**src/rtl/ide_rt_pkg.sv**
```systemverilog
package ide_rt_pkg;
  localparam int NWIN   = 5;
  localparam int NCH    = 2;
  localparam int NDRV   = 2 * NCH;
  localparam int DRV_W  = 16;
  localparam int HOST_W = 32;

  localparam logic [1:0] SZ_BYTE = 2'd0;
  localparam logic [1:0] SZ_HALF = 2'd1;
  localparam logic [1:0] SZ_WORD = 2'd2;
  localparam logic [1:0] SZ_BAD  = 2'd3;

  // Window codes; numeric order is decode priority.
  typedef enum logic [2:0] {
    WIN_PCMD = 3'd0,
    WIN_PCTL = 3'd1,
    WIN_SCMD = 3'd2,
    WIN_SCTL = 3'd3,
    WIN_BM   = 3'd4,
    WIN_NONE = 3'd5
  } win_e;

  typedef enum logic [1:0] {
    ST_IDLE, ST_ACC, ST_HI, ST_RSP
  } st_e;
endpackage

```
**src/rtl/ide_rt_decode.sv**
```systemverilog
module ide_rt_decode
  import ide_rt_pkg::*;
#(
  parameter int ADDR_W = 16,
  parameter int OFF_W  = 4,
  parameter logic [NWIN*ADDR_W-1:0] BASES = '0,
  parameter logic [NWIN*ADDR_W-1:0] SIZES = '0
) (
  input  logic [ADDR_W-1:0] addr,
  output win_e              win,
  output logic [OFF_W-1:0]  off
);
  logic [NWIN-1:0]   hit;
  logic [ADDR_W-1:0] rel [NWIN];

  for (genvar g = 0; g < NWIN; g++) begin : g_win
    localparam logic [ADDR_W-1:0] BASE_G = BASES[g*ADDR_W +: ADDR_W];
    localparam logic [ADDR_W-1:0] SIZE_G = SIZES[g*ADDR_W +: ADDR_W];
    assign rel[g] = addr - BASE_G;
    assign hit[g] = (addr >= BASE_G) && (rel[g] < SIZE_G);
  end

  // Lowest window index wins: scan from highest down.
  always_comb begin
    win = WIN_NONE;
    off = '0;
    for (int i = NWIN - 1; i >= 0; i--) begin
      if (hit[i]) begin
        win = win_e'(3'(i));
        off = rel[i][OFF_W-1:0];
      end
    end
  end
endmodule

```
**src/rtl/ide_rt_devsel.sv**
```systemverilog
module ide_rt_devsel
  import ide_rt_pkg::*;
(
  input  logic           clk,
  input  logic           rst_n,
  input  logic           set_en,
  input  logic           set_ch,
  input  logic           set_val,
  output logic [NCH-1:0] dev_bit
);
  for (genvar c = 0; c < NCH; c++) begin : g_ch
    always_ff @(posedge clk) begin
      if (!rst_n)                       dev_bit[c] <= 1'b0;
      else if (set_en && set_ch == c[0]) dev_bit[c] <= set_val;
    end
  end
endmodule

```
**src/rtl/ide_rt_seq.sv**
```systemverilog
module ide_rt_seq
  import ide_rt_pkg::*;
#(
  parameter int OFF_W    = 4,
  parameter int DATA_OFF = 0,
  parameter int SEL_OFF  = 6,
  parameter int DEV_BIT  = 4,
  parameter int BM_SPLIT = 8
) (
  input  logic                  clk,
  input  logic                  rst_n,
  input  logic                  io_en,
  input  logic [NDRV-1:0]       drv_present,
  input  logic                  req_valid,
  output logic                  req_ready,
  input  logic                  req_write,
  input  logic [1:0]            req_size,
  input  logic [HOST_W-1:0]     req_wdata,
  input  win_e                  dec_win,
  input  logic [OFF_W-1:0]      dec_off,
  input  logic [NCH-1:0]        dev_bit,
  output logic                  lat_en,
  output logic                  lat_ch,
  output logic                  lat_val,
  output logic                  rsp_valid,
  input  logic                  rsp_ready,
  output logic                  rsp_err,
  output logic [HOST_W-1:0]     rsp_rdata,
  output logic [NDRV-1:0]       drv_stb,
  output logic                  drv_write,
  output logic                  drv_ctrl,
  output logic [OFF_W-1:0]      drv_off,
  output logic [DRV_W-1:0]      drv_wdata,
  input  logic [NDRV*DRV_W-1:0] drv_rdata,
  output logic                  bm_stb,
  output logic                  bm_write,
  output logic                  bm_chan,
  output logic [1:0]            bm_size,
  output logic [OFF_W-1:0]      bm_off,
  output logic [HOST_W-1:0]     bm_wdata,
  input  logic [HOST_W-1:0]     bm_rdata
);
  st_e                st;
  win_e               r_win;
  logic [OFF_W-1:0]   r_off;
  logic               r_write;
  logic [1:0]         r_size;
  logic [HOST_W-1:0]  r_wdata;
  logic [1:0]         r_idx;
  logic [HOST_W-1:0]  r_rdata;
  logic               r_err;

  logic is_miss, is_bm, is_tf, is_cmd, ch, sel_wr, dbit, present;
  logic is_data, size_ok, fwd_drv, fwd_bm, split, acc_err;
  logic [1:0]       idx, rd_idx;
  logic [DRV_W-1:0] cur_rd;

  always_comb begin
    is_miss = (r_win == WIN_NONE);
    is_bm   = (r_win == WIN_BM);
    is_tf   = !is_miss && !is_bm;
    is_cmd  = (r_win == WIN_PCMD) || (r_win == WIN_SCMD);
    ch      = is_bm ? (r_off >= OFF_W'(BM_SPLIT))
                    : ((r_win == WIN_SCMD) || (r_win == WIN_SCTL));
    sel_wr  = (st == ST_ACC) && io_en && is_cmd && r_write
              && (r_off == OFF_W'(SEL_OFF));
    dbit    = sel_wr ? r_wdata[DEV_BIT] : dev_bit[ch];
    idx     = {ch, dbit};
    present = drv_present[idx];
    is_data = is_cmd && (r_off == OFF_W'(DATA_OFF));
    size_ok = is_data ? (r_size == SZ_HALF || r_size == SZ_WORD)
                      : (r_size == SZ_BYTE);
    fwd_drv = (st == ST_ACC) && io_en && is_tf && present && size_ok;
    fwd_bm  = (st == ST_ACC) && io_en && is_bm && (r_size != SZ_BAD);
    split   = fwd_drv && is_data && (r_size == SZ_WORD);
    acc_err = is_miss || (io_en && is_bm && r_size == SZ_BAD)
              || (io_en && is_tf && present && !size_ok);
    rd_idx  = (st == ST_HI) ? r_idx : idx;
    cur_rd  = drv_rdata[{rd_idx, 4'b0000} +: DRV_W];
  end

  assign req_ready = (st == ST_IDLE);
  assign rsp_valid = (st == ST_RSP);
  assign rsp_err   = r_err;
  assign rsp_rdata = r_rdata;

  assign drv_stb   = fwd_drv ? (NDRV'(1) << idx)
                   : ((st == ST_HI) ? (NDRV'(1) << r_idx) : '0);
  assign drv_write = r_write;
  assign drv_ctrl  = (r_win == WIN_PCTL) || (r_win == WIN_SCTL);
  assign drv_off   = r_off;
  assign drv_wdata = (st == ST_HI) ? r_wdata[31:16]
                   : ((r_size == SZ_BYTE) ? {8'h00, r_wdata[7:0]} : r_wdata[15:0]);

  assign bm_stb    = fwd_bm;
  assign bm_write  = r_write;
  assign bm_chan   = ch;
  assign bm_size   = r_size;
  assign bm_off    = r_off;
  assign bm_wdata  = r_wdata;

  assign lat_en    = sel_wr;
  assign lat_ch    = ch;
  assign lat_val   = r_wdata[DEV_BIT];

  always_ff @(posedge clk) begin
    if (!rst_n) begin
      st      <= ST_IDLE;
      r_win   <= WIN_NONE;
      r_off   <= '0;
      r_write <= 1'b0;
      r_size  <= SZ_BYTE;
      r_wdata <= '0;
      r_idx   <= '0;
      r_rdata <= '0;
      r_err   <= 1'b0;
    end else begin
      unique case (st)
        ST_IDLE: if (req_valid) begin
          st      <= ST_ACC;
          r_win   <= dec_win;
          r_off   <= dec_off;
          r_write <= req_write;
          r_size  <= req_size;
          r_wdata <= req_wdata;
        end
        ST_ACC: begin
          r_err   <= acc_err;
          r_idx   <= idx;
          r_rdata <= '0;
          if (fwd_drv && !r_write)
            r_rdata <= (r_size == SZ_BYTE) ? {24'h0, cur_rd[7:0]} : {16'h0, cur_rd};
          if (fwd_bm && !r_write)
            r_rdata <= bm_rdata;
          st <= split ? ST_HI : ST_RSP;
        end
        ST_HI: begin
          if (!r_write) r_rdata[31:16] <= cur_rd;
          st <= ST_RSP;
        end
        ST_RSP: if (rsp_ready) st <= ST_IDLE;
        default: st <= ST_IDLE;
      endcase
    end
  end
endmodule

```
**src/rtl/ide_io_router.sv**
```systemverilog
module ide_io_router
  import ide_rt_pkg::*;
#(
  parameter int ADDR_W    = 16,
  parameter int OFF_W     = 4,
  parameter int PCMD_BASE = 'h01F0,
  parameter int PCMD_SIZE = 8,
  parameter int PCTL_BASE = 'h03F4,
  parameter int PCTL_SIZE = 4,
  parameter int SCMD_BASE = 'h0170,
  parameter int SCMD_SIZE = 8,
  parameter int SCTL_BASE = 'h0374,
  parameter int SCTL_SIZE = 4,
  parameter int BM_BASE   = 'hC000,
  parameter int BM_SIZE   = 16,
  parameter int DATA_OFF  = 0,
  parameter int SEL_OFF   = 6,
  parameter int DEV_BIT   = 4,
  parameter int BM_SPLIT  = 8
) (
  input  logic                  clk,
  input  logic                  rst_n,
  input  logic                  io_en,
  input  logic [NDRV-1:0]       drv_present,
  input  logic                  req_valid,
  output logic                  req_ready,
  input  logic                  req_write,
  input  logic [1:0]            req_size,
  input  logic [ADDR_W-1:0]     req_addr,
  input  logic [HOST_W-1:0]     req_wdata,
  output logic                  rsp_valid,
  input  logic                  rsp_ready,
  output logic                  rsp_err,
  output logic [HOST_W-1:0]     rsp_rdata,
  output logic [NDRV-1:0]       drv_stb,
  output logic                  drv_write,
  output logic                  drv_ctrl,
  output logic [OFF_W-1:0]      drv_off,
  output logic [DRV_W-1:0]      drv_wdata,
  input  logic [NDRV*DRV_W-1:0] drv_rdata,
  output logic                  bm_stb,
  output logic                  bm_write,
  output logic                  bm_chan,
  output logic [1:0]            bm_size,
  output logic [OFF_W-1:0]      bm_off,
  output logic [HOST_W-1:0]     bm_wdata,
  input  logic [HOST_W-1:0]     bm_rdata
);
  localparam logic [NWIN*ADDR_W-1:0] BASES = {ADDR_W'(BM_BASE), ADDR_W'(SCTL_BASE),
    ADDR_W'(SCMD_BASE), ADDR_W'(PCTL_BASE), ADDR_W'(PCMD_BASE)};
  localparam logic [NWIN*ADDR_W-1:0] SIZES = {ADDR_W'(BM_SIZE), ADDR_W'(SCTL_SIZE),
    ADDR_W'(SCMD_SIZE), ADDR_W'(PCTL_SIZE), ADDR_W'(PCMD_SIZE)};

  win_e             dec_win;
  logic [OFF_W-1:0] dec_off;
  logic [NCH-1:0]   dev_bit;
  logic             lat_en, lat_ch, lat_val;

  ide_rt_decode #(.ADDR_W(ADDR_W), .OFF_W(OFF_W), .BASES(BASES), .SIZES(SIZES)) u_dec (
    .addr(req_addr), .win(dec_win), .off(dec_off)
  );

  ide_rt_devsel u_sel (
    .clk(clk), .rst_n(rst_n), .set_en(lat_en), .set_ch(lat_ch),
    .set_val(lat_val), .dev_bit(dev_bit)
  );

  ide_rt_seq #(.OFF_W(OFF_W), .DATA_OFF(DATA_OFF), .SEL_OFF(SEL_OFF),
               .DEV_BIT(DEV_BIT), .BM_SPLIT(BM_SPLIT)) u_seq (
    .clk(clk), .rst_n(rst_n), .io_en(io_en), .drv_present(drv_present),
    .req_valid(req_valid), .req_ready(req_ready), .req_write(req_write),
    .req_size(req_size), .req_wdata(req_wdata),
    .dec_win(dec_win), .dec_off(dec_off), .dev_bit(dev_bit),
    .lat_en(lat_en), .lat_ch(lat_ch), .lat_val(lat_val),
    .rsp_valid(rsp_valid), .rsp_ready(rsp_ready), .rsp_err(rsp_err), .rsp_rdata(rsp_rdata),
    .drv_stb(drv_stb), .drv_write(drv_write), .drv_ctrl(drv_ctrl), .drv_off(drv_off),
    .drv_wdata(drv_wdata), .drv_rdata(drv_rdata),
    .bm_stb(bm_stb), .bm_write(bm_write), .bm_chan(bm_chan), .bm_size(bm_size),
    .bm_off(bm_off), .bm_wdata(bm_wdata), .bm_rdata(bm_rdata)
  );
endmodule

```
**config.mk**
```make
export PLATFORM = sky130hd
export DESIGN_NAME = ide_io_router
export DESIGN_NICKNAME = d
export VERILOG_FILES = /design/src/rtl/ide_rt_pkg.sv /design/src/rtl/ide_rt_decode.sv /design/src/rtl/ide_rt_devsel.sv /design/src/rtl/ide_rt_seq.sv /design/src/rtl/ide_io_router.sv
export SDC_FILE = /design/constraint.sdc
export NUM_CORES = 1
export LEC_CHECK = 0
export BUFFER_PORTS_ARGS = -buffer_cell sky130_fd_sc_hd__buf_2
export CORE_MARGIN = 2
export CORE_UTILIZATION = 40
export DETAILED_ROUTE_END_ITERATION = 16
export PLACE_DENSITY = 0.72
export SETUP_SLACK_MARGIN = 0.4
export SLEW_MARGIN = 30
export SYNTH_ARGS = -nofsm -noshare
export SYNTH_HDL_FRONTEND = slang
export SYNTH_SLANG_ARGS = --single-unit
export TNS_END_PERCENT = 50
```
**constraint.sdc**
```tcl
create_clock -name clk -period 3.9 [get_ports clk]
set_input_delay 0.78 -clock clk [delete_from_list [all_inputs] [get_ports clk]]
set_output_delay 0.78 -clock clk [all_outputs]
set_load 0.01 [all_outputs]
```
Yosys cells after proc, flatten, opt, wreduce, memory -nomap -nowiden

Cells that the tools add are included.

Bits in registers: 81
Bits in latches: 0
Memory bits (writable): 0
ROM bits: 0
Bits of input ports: 156
Output and inout bits: 102
Logic and storage cells: 126
Memories kept: 0

Add/sub/neg operators: 5
Multipliers: 0
Divide/modulo/power cells: 0
$lt $le $gt $ge: 13
Eq/ne operators: 16
Shift operators: 3
Muxes and demuxes: 31
Bitwise operators: 1
Reductions and logical operators: 45

Operators by type and width:

| operator               | number |
|---|---|
| $mux 16                | 4 |
| $mux 32                | 2 |
| $shiftx 64x7->16       | 1 |
| $ge 16x10->1 const B   | 2 |
| $ge 16x9->1 const B    | 2 |
| $lt 16x3->1 const B    | 2 |
| $lt 16x4->1 const B    | 2 |
| $pmux 16 s2            | 1 |
| $sub 16x10->16 const B | 2 |
| $sub 16x9->16 const B  | 2 |
| $mux 4                 | 7 |
| $logic_and 1x1->1      | 27 |
| $ge 16x16->1 const B   | 1 |
| $lt 16x5->1 const B    | 1 |
| $sub 16x16->16 const B | 1 |
| $mux 3                 | 4 |
| $eq 2x2->1 const B     | 4 |
| $mux 1                 | 8 |
| $pmux 2 s4             | 1 |
| $shl 1x2->4 const A    | 2 |
| $eq 3x2->1 const B     | 2 |
| $eq 3x3->1 const B     | 2 |
| $logic_or 1x1->1       | 6 |
| $mux 2                 | 3 |
| other kinds (16)       | 25 |

Logic depth before layout (Yosys ltp)

Gate-level depths: netlist of the first run.

Depth in word-level cells: 14
Depth in mapped cells: 12

Cells and area by module

A second synthesis of the first run with hierarchy kept.

Cells, all modules: 649
Area, all modules: 5159.9 µm²

Modules (own cells, without submodules):

| module        | instances | cells an instance | area an instance (µm²) |
|---|---|---|---|
| ide_rt_seq    | 1         | 556               | 4533.1 |
| ide_rt_decode | 1         | 84                | 545.5 |
| ide_rt_devsel | 1         | 9                 | 81.3 |

Least setup slack after synthesis of the first run

No wires, ideal clock.

Path type: flip-flop to output port
From: register u_seq.r_win[0]
To: output drv_stb[0]
Arrival: 2.385 ns
Required time: 3.120 ns
Path slack: 0.735 ns
Stages on the path, launching flop included: 9
Buffers on the path: 1
Path through: dfxtp_1 -> or4_4 -> or3_1 -> clkbuf_2 -> nor4b_1 -> a21oi_1 -> nand3_1 -> nand2b_1 -> mux2_2

Word-level cells in the longest chain between the ends: 11
Elaborated cells between the ends (all ways): 26

Ends and longest elaborated chain:

| item                                                              | RTL line                           | RTL |
|---|---|---|
| start: declaration                                                | ide_rt_seq.sv:44                   | `win_e r_win;` |
| start signal: assignment                                          | ide_rt_seq.sv:121                  | `r_win <= dec_win;` |
| $eq 3x2->1, or another cell as far along                          | ide_rt_seq.sv:62, ide_rt_seq.sv:64 |  |
| $logic_or 1x1->1 (on tied branches)                               | ide_rt_seq.sv:64, ide_rt_seq.sv:62 |  |
| $mux 1 or $logic_and 1x1->1 (tied branches)                       | ide_rt_seq.sv:63, ide_rt_seq.sv:65 |  |
| $mux 1 (not written as such) or $logic_and 1x1->1 (tied branches) | ide_rt_seq.sv:67, ide_rt_seq.sv:65 |  |
| $mux 1 (not written as such) or $logic_and 1x1->1 (tied branches) | ide_rt_seq.sv:67, ide_rt_seq.sv:66 |  |
| $mux 1                                                            | ide_rt_seq.sv:67                   | `dbit = sel_wr ? r_wdata[DEV_BIT] : dev_bit[ch];` |
| $bmux 1 s2                                                        | ide_rt_seq.sv:69                   | `present = drv_present[idx];` |
| $mux 1 (not written as such)                                      | ide_rt_seq.sv:69                   |  |
| $logic_and 1x1->1 (2 in a row)                                    | ide_rt_seq.sv:73                   | `fwd_drv = (st == ST_ACC) && io_en && is_tf && present && size_ok;` |
| $mux 4 *                                                          | ide_rt_seq.sv:87                   | `assign drv_stb = fwd_drv ? (NDRV'(1) << idx)` |
| end: declaration                                                  | ide_io_router.sv:35                | `output logic [NDRV-1:0] drv_stb,` |

Mark *: on every way between the ends. The rest lies on a longest branch, timed or not. The select of a mux whose other input is x is not followed.

Final worst setup path of the first run

From: register u_seq.r_win[0]
To: output drv_stb[2]

Same word-level chain as after synthesis.

==> metrics.log, run 1 <==
INFO  metric groute.usage.overall = 0.238
INFO  metric timing.hold.worst.class = flip-flop to flip-flop
INFO  metric detail_route.wl_per_cell = 16.0 um
INFO  metric totalPowerFinal = 3.59 mW
INFO  metric grt_setup_unrepaired = true
INFO  metric synth_ff_type = dfxtp_1
INFO  metric worst_setup_hold_path_clk_slew = 0.06 ns
INFO  metric cts.root.buffer_cell = clkbuf_16
INFO  metric setup.worst_path.start_class = flip-flop
INFO  metric r2r_cells = 9
INFO  metric fin_tns_setup = 0 ns
INFO  metric antenna_found_initial = 0
INFO  metric route.met3.wl = 1.46 mm
INFO  metric die_width = 115 um
INFO  metric rrSetupSlack = 0.93 ns
INFO  metric cts.htree.levels = 3
INFO  metric synth_seq_area_share = 0.327
INFO  metric dp_hpwl = 12.4 mm
INFO  metric chipHeight = 115 um
INFO  metric cpPeakStageDelay = 0.54 ns
INFO  metric number_of_max_cap_violations = 0
INFO  metric powerDensity = 537 nW/um2
INFO  metric synth_cells = 621
INFO  metric routed-wl-met2 = 8.01 mm
INFO  metric met1Wirelength = 6.73 mm
INFO  metric rr_endpoint = u_seq.rsp_rdata[30]
INFO  metric crit_path_cells = or4_4, or3_4, nor4b_4, a21oi_2, nand3_1, nand2b_4, mux2_2, buf_2
INFO  metric synth_fp_nets = 787
INFO  metric avgSynthCellArea = 7.98 um2
INFO  metric cp-endpoint = drv_stb[2]
INFO  metric ioPinCount = 258
INFO  metric coreArea = 12100 um2
INFO  metric drt_iter0_markers = 300
INFO  metric drive_gt1_frac = 0.379
INFO  metric max_slew.worst_pin.slew = 0.962 ns
INFO  metric maximum_number_of_pins_on_one_net_before_global_route_repair = 42
INFO  metric yosys.cell_types.count = 62
INFO  metric worstPathArrival = 2.73 ns
INFO  metric postLayoutCellArea = 6690 um2
INFO  metric grt_first_pass_wirelength = 24.8 mm
INFO  metric final_cell_count_no_fill = 1026
INFO  metric tritoncts.num_buffers = 9
INFO  metric timing.final.hold_violations = 0
INFO  metric netlist.area_leader.share = 0.327
INFO  metric drt-pass1-iter-count = 5
INFO  metric diodes = 0
INFO  metric first_global_vias = 5037
INFO  metric crit_fanout = 5
INFO  metric startpoint = u_seq.r_win[0]
INFO  metric min_period_over_period = 0.900
INFO  metric wirelength = 16.4 mm
INFO  metric slew_headroom = 0.359
INFO  metric pre_cts_ws = 0.392 ns
INFO  metric drv_slew = 0
INFO  metric netlist_area = 4950 um2
INFO  metric route.antenna.remaining_nets = 0
INFO  metric die_area = 13300 um2
INFO  metric synth_edf_count = 0
INFO  metric vias = 5444
INFO  metric setup_slack_after_layout = 0.392 ns
INFO  metric critPathKind = flip-flop to output pin
INFO  metric tritoncts_clock_tree = done
INFO  metric detailed_place.area = 6270 um2
INFO  metric final.fill_count = 1166
INFO  metric critical_path_required = 3.12 ns
INFO  metric slowest_stage = or4_4
INFO  metric postSynth.asyncResetShare = 0
INFO  metric numPlacedInstances = 1002
INFO  metric layout_common_cells = buf_2 (257), nand2_1 (103), dfxtp_1 (78)
INFO  metric final_common_cell = buf_2
INFO  metric max_frequency = 285 MHz
INFO  metric clockBufferDepth = 2
INFO  metric cp-end-kind = output pin
INFO  metric floorplan.initialDensity = 0.411
INFO  metric highest_layer = met4
INFO  metric grt-ovfl-total = 0
INFO  metric placement.io_buffers = 257
INFO  metric synth_warnings = 0
INFO  metric fp-row-count = 40
INFO  metric post-route-drc-count = 0
INFO  metric regToRegStartpoint = u_seq.r_win[0]
INFO  metric finalCriticalPeriod = 3.51 ns
INFO  metric power.ir.vdd_worst = 0.332 mV
INFO  metric ys_top_cells_by_area = dfxtp_1 (33%), mux2i_1 (9.7%), nand2_1 (7.8%)
INFO  metric finalClockSkew = 0.00707 ns
INFO  metric run_status = finished clean
INFO  metric areaGrowthSynthToFinish = 35.0%
INFO  metric clock_insertion_delay_worst_skew = 0.34 ns
INFO  metric nNetsFinal = 1019
INFO  metric synth_top_area_cell = dfxtp_1
INFO  metric setup_viol_count_final = 0
INFO  metric cts_num_sinks = 81
INFO  metric power_leakage = 3.02 nW
INFO  metric number_of_register_bits_inferred_by_synthesis = 81
INFO  metric post_drt_via_cell_ratio = 5.31
INFO  metric gp_congestion = 0.885
[power by group]
group / total [mW] / internal, mW / switching (mW) / leakage (nW)
Clock: 0.839 / 0.500 / 0.340 / 0.149
Combinational: 1.54 / 0.624 / 0.916 / 2.21
Sequential: 1.21 / 1.04 / 0.166 / 0.663
[critical path: cells and delay by family (launching register included)]
kind | cells | cell delay (ns)
flip-flops | 1 | 0.35
AO/OA/AOI/OAI | 1 | 0.05
multiplexers | 1 | 0.34
AND/OR/NAND/NOR | 5 | 1.52
buffers and inverters | 1 | 0.14
[worst min-delay path by stage]
stage                             from  slack (ns)  depth (start not counted)                  to
CTS                 u_seq.bm_wdata[17]        0.47                          2  u_seq.bm_wdata[17]
finish              u_seq.bm_wdata[17]        0.47                          2  u_seq.bm_wdata[17]
floorplan               u_seq.r_win[1]        0.48                          2      u_seq.r_win[1]
global route        u_seq.bm_wdata[18]        0.49                          2  u_seq.bm_wdata[18]
global placement    u_seq.bm_wdata[28]        0.46                          2  u_seq.bm_wdata[28]
detailed placement   u_seq.bm_wdata[2]        0.46                          2   u_seq.bm_wdata[2]
[Yosys cell counts (5+ instances only)]
master     instances
a21oi_1           52
a222oi_1           8
a22oi_1           10
a2bb2oi_1          8
a31oi_1           11
and2_1             5
buf_4              6
clkbuf_1          42
dfxtp_1           81
ha_1              10
inv_1             17
mux2_2            16
mux2i_1           48
nand2_1          103
nand2b_1          21
nand3_1            9
nor2_1            33
nor3_1            12
o21a_1             9
o21ai_0           34
o22ai_1            5
[state kept, by name, summed over array words and instances, names as in the netlist]
signal           cells
u_sel.dev_bit        2
u_seq.bm_off         4
u_seq.bm_size        2
u_seq.bm_wdata      32
u_seq.bm_write       1
u_seq.r_idx          2
u_seq.r_win          3
u_seq.rsp_err        1
u_seq.rsp_rdata     32
u_seq.st             2
[per-layer routing]
metal | GRT usage | up-vias
li1 | - | 2687
met1 | 0.287 | 2485
met2 | 0.416 | 254
met3 | 0.0617 | 18
met4 | 0.0715 | 0
met5 | 0 | -
[what timing repair did]
| item | CTS | global route |
|---|---|---|
| endpoints found under the setup margin | 4 | 4 |
| gates resized for setup | 5 | 9 |
| hold buffers | 0 | 0 |
| buffers inserted | 2 | 6 |
| pin swaps | 1 | 3 |
[final cells by class]
cell class	instances	area, um2	area share
clock buffers	14	284	0.0425
repair buffers	273	1410	0.210
flip-flops and latches	81	1630	0.244
multi-input cells	469	3070	0.460
well taps	168	210	0.0314
inverters	19	71.3	0.0107
clock inverters	2	10.0	0.00150
[metrics by stage]
step | utilization | hold slack (ns)
after floorplan | - | 0.479
after global placement | 0.520 | 0.458
after detailed placement | 0.520 | 0.458
after CTS | 0.548 | 0.469
after global routing | 0.554 | 0.492
final | 0.554 | 0.468
[kinds of logic after synthesis]
family	count (synthesis)	share of synthesized area
flops	81	0.327
xor+xnor	4	0.00707
mux	69	0.147
compound gates	164	0.215
buf+inv	71	0.0619
fa+ha+maj	10	0.0253
simple gates	222	0.217
Power figures use the tool's default switching activity.
==> run 2: changes to the inputs <==
==> constraint.sdc (replaced) <==
create_clock -name clk -period 3.9 [get_ports clk]
set_input_delay 0.39 -clock clk [delete_from_list [all_inputs] [get_ports clk]]
set_output_delay 0.39 -clock clk [all_outputs]
set_load 0.01 [all_outputs]
==> run 2 against run 1 <==
Net effect: sequential power is essentially flat; clock skew grew 0.0013 ns; die area stayed put; total power grew 1.3%; design area fell by 1.3%; routed wire length down 0.22%; worst hold slack lost 0.19 ns.
==> metrics.log, run 2 (synthesized netlist as in run 1, its figures left out) <==
INFO  metric run_status = finished clean
INFO  metric maximum_number_of_pins_on_one_net_before_global_route_repair = 62
INFO  metric cp-end-kind = output pin
INFO  metric min_period_over_period = 0.847
INFO  metric critical_path_required = 3.51 ns
INFO  metric coreArea = 12100 um2
INFO  metric drt-pass1-iter-count = 5
INFO  metric finalClockSkew = 0.00841 ns
INFO  metric grt_first_pass_wirelength = 24.6 mm
INFO  metric die_width = 115 um
INFO  metric postLayoutCellArea = 6600 um2
INFO  metric floorplan.initialDensity = 0.411
INFO  metric powerDensity = 551 nW/um2
INFO  metric max_slew.worst_pin.slew = 0.977 ns
INFO  metric grt-ovfl-total = 0
INFO  metric cpPeakStageDelay = 0.59 ns
INFO  metric worstPathArrival = 2.91 ns
INFO  metric wirelength = 16.4 mm
INFO  metric placement.io_buffers = 257
INFO  metric fin_tns_setup = 0 ns
INFO  metric detailed_place.area = 6260 um2
INFO  metric number_of_max_cap_violations = 0
INFO  metric nNetsFinal = 1009
INFO  metric groute.usage.overall = 0.237
INFO  metric tritoncts_clock_tree = done
INFO  metric fp-row-count = 40
INFO  metric areaGrowthSynthToFinish = 33.2%
INFO  metric tritoncts.num_buffers = 9
INFO  metric final_common_cell = buf_2
INFO  metric cts_hold_buf = 0
INFO  metric clock_insertion_delay_worst_skew = 0.34 ns
INFO  metric final.fill_count = 1180
INFO  metric finalHoldWorstSlack = 0.279 ns
INFO  metric multiInputGateArea = 3040 um2
INFO  metric setup_viol_count_final = 0
INFO  metric ioPinCount = 258
INFO  metric slew_headroom = 0.349
INFO  metric route.antenna.remaining_nets = 0
INFO  metric drt_iter0_markers = 278
INFO  metric post-route-drc-count = 0
INFO  metric sequential_cell_area = 1620 um2
INFO  metric cts.root.buffer_cell = clkbuf_16
INFO  metric critPathKind = flip-flop to output pin
INFO  metric gp_congestion = 0.861
INFO  metric die_area = 13300 um2
INFO  metric vias = 5356
INFO  metric grt_setup_unrepaired = false
INFO  metric drv_slew = 0
INFO  metric finalCriticalPeriod = 3.30 ns
INFO  metric first_global_vias = 4850
INFO  metric worst_setup_hold_path_clk_slew = 0.06 ns
INFO  metric slowest_stage = or4_4
INFO  metric post_drt_via_cell_ratio = 5.27
INFO  metric cts_num_sinks = 81
INFO  metric drive_gt1_frac = 0.364
INFO  metric layout_common_cells = buf_2 (257), nand2_1 (103), dfxtp_1 (81)
INFO  metric dp_hpwl = 12.3 mm
INFO  metric cts.htree.levels = 3
INFO  metric antenna_found_initial = 1
INFO  metric detail_route.wl_per_cell = 16.1 um
INFO  metric chipHeight = 115 um
INFO  metric timing.final.hold_violations = 0
INFO  metric power_leakage = 2.97 nW
INFO  metric timing.hold.worst.class = input pin to flip-flop
INFO  metric power.ir.vdd_worst = 0.246 mV
INFO  metric max_frequency = 303 MHz
INFO  metric totalPowerFinal = 3.63 mW
INFO  metric setup.worst_path.start_class = flip-flop
INFO  metric crit_fanout = 8
INFO  metric clockBufferDepth = 2
INFO  metric crit_path_cells = or4_4, or3_4, nor4b_1, a21oi_1, nand3_1, nand2b_2, mux2_2, buf_2
INFO  metric cts_setup_buffers = 0
-- run 2: power breakdown --
part	leakage, nW	total (mW)	internal (mW)	switching (mW)
combinational	2.16	1.54	0.617	0.919
clock	0.151	0.896	0.547	0.348
sequential	0.662	1.20	1.04	0.165
-- run 2: layout make-up --
type	instances	share of cell area
Multi-Input combinational cell	469	0.461
Sequential cell	81	0.246
Timing Repair Buffer	263	0.202
Clock buffer	12	0.0404
Tap cell	168	0.0319
Inverter	19	0.0112
Clock inverter	4	0.00759
Antenna cell	1	0.000379
-- run 2: layer usage --
metal	part of all wire	up-vias	GRT usage	wire length [um]
li1	-	2663	-	-
met1	0.41	2409	0.284	6690
met2	0.48	261	0.402	7820
met3	0.090	23	0.0606	1480
met4	0.025	0	0.102	404
met5	0	-	0	0
-- run 2: through the flow --
stage,util,worst slack [ns],std cells
6_report,0.547,0.598,1017
3_3_place_gp,0.519,0.773,1000
5_1_grt,0.547,0.414,1017
2_1_floorplan,-,1.12,621
4_1_cts,0.546,0.417,1016
3_5_place_dp,0.519,0.730,1000
-- run 2: path summary, 6_finish.rpt --
kind                                          from                  end  slack [ns]  depth (start not counted)
worst min-delay path                 req_wdata[10]   u_seq.bm_wdata[10]        0.28                          3
worst max register to register         u_seq.st[0]  u_seq.rsp_rdata[30]        0.84                          9
worst max-delay path                u_seq.r_win[0]           drv_stb[2]        0.60                          8
worst min register to register  u_seq.bm_wdata[20]   u_seq.bm_wdata[20]        0.47                          2
-- run 2: worst max-delay path: cells and delay by family, from the launching register on --
family	cells	cell delay, ns
muxes	1	0.34
and+or+nand+nor	5	1.66
DFF	1	0.37
AOI/OAI and AO/OA	1	0.07
buffers and inverters	1	0.14
-- run 2: what timing repair did --
item / in CTS / in global routing
gates cloned: 0 / 0
pin swaps: 0 / 1
resized for setup: 1 / 2
endpoints found under the setup margin: 2 / 4
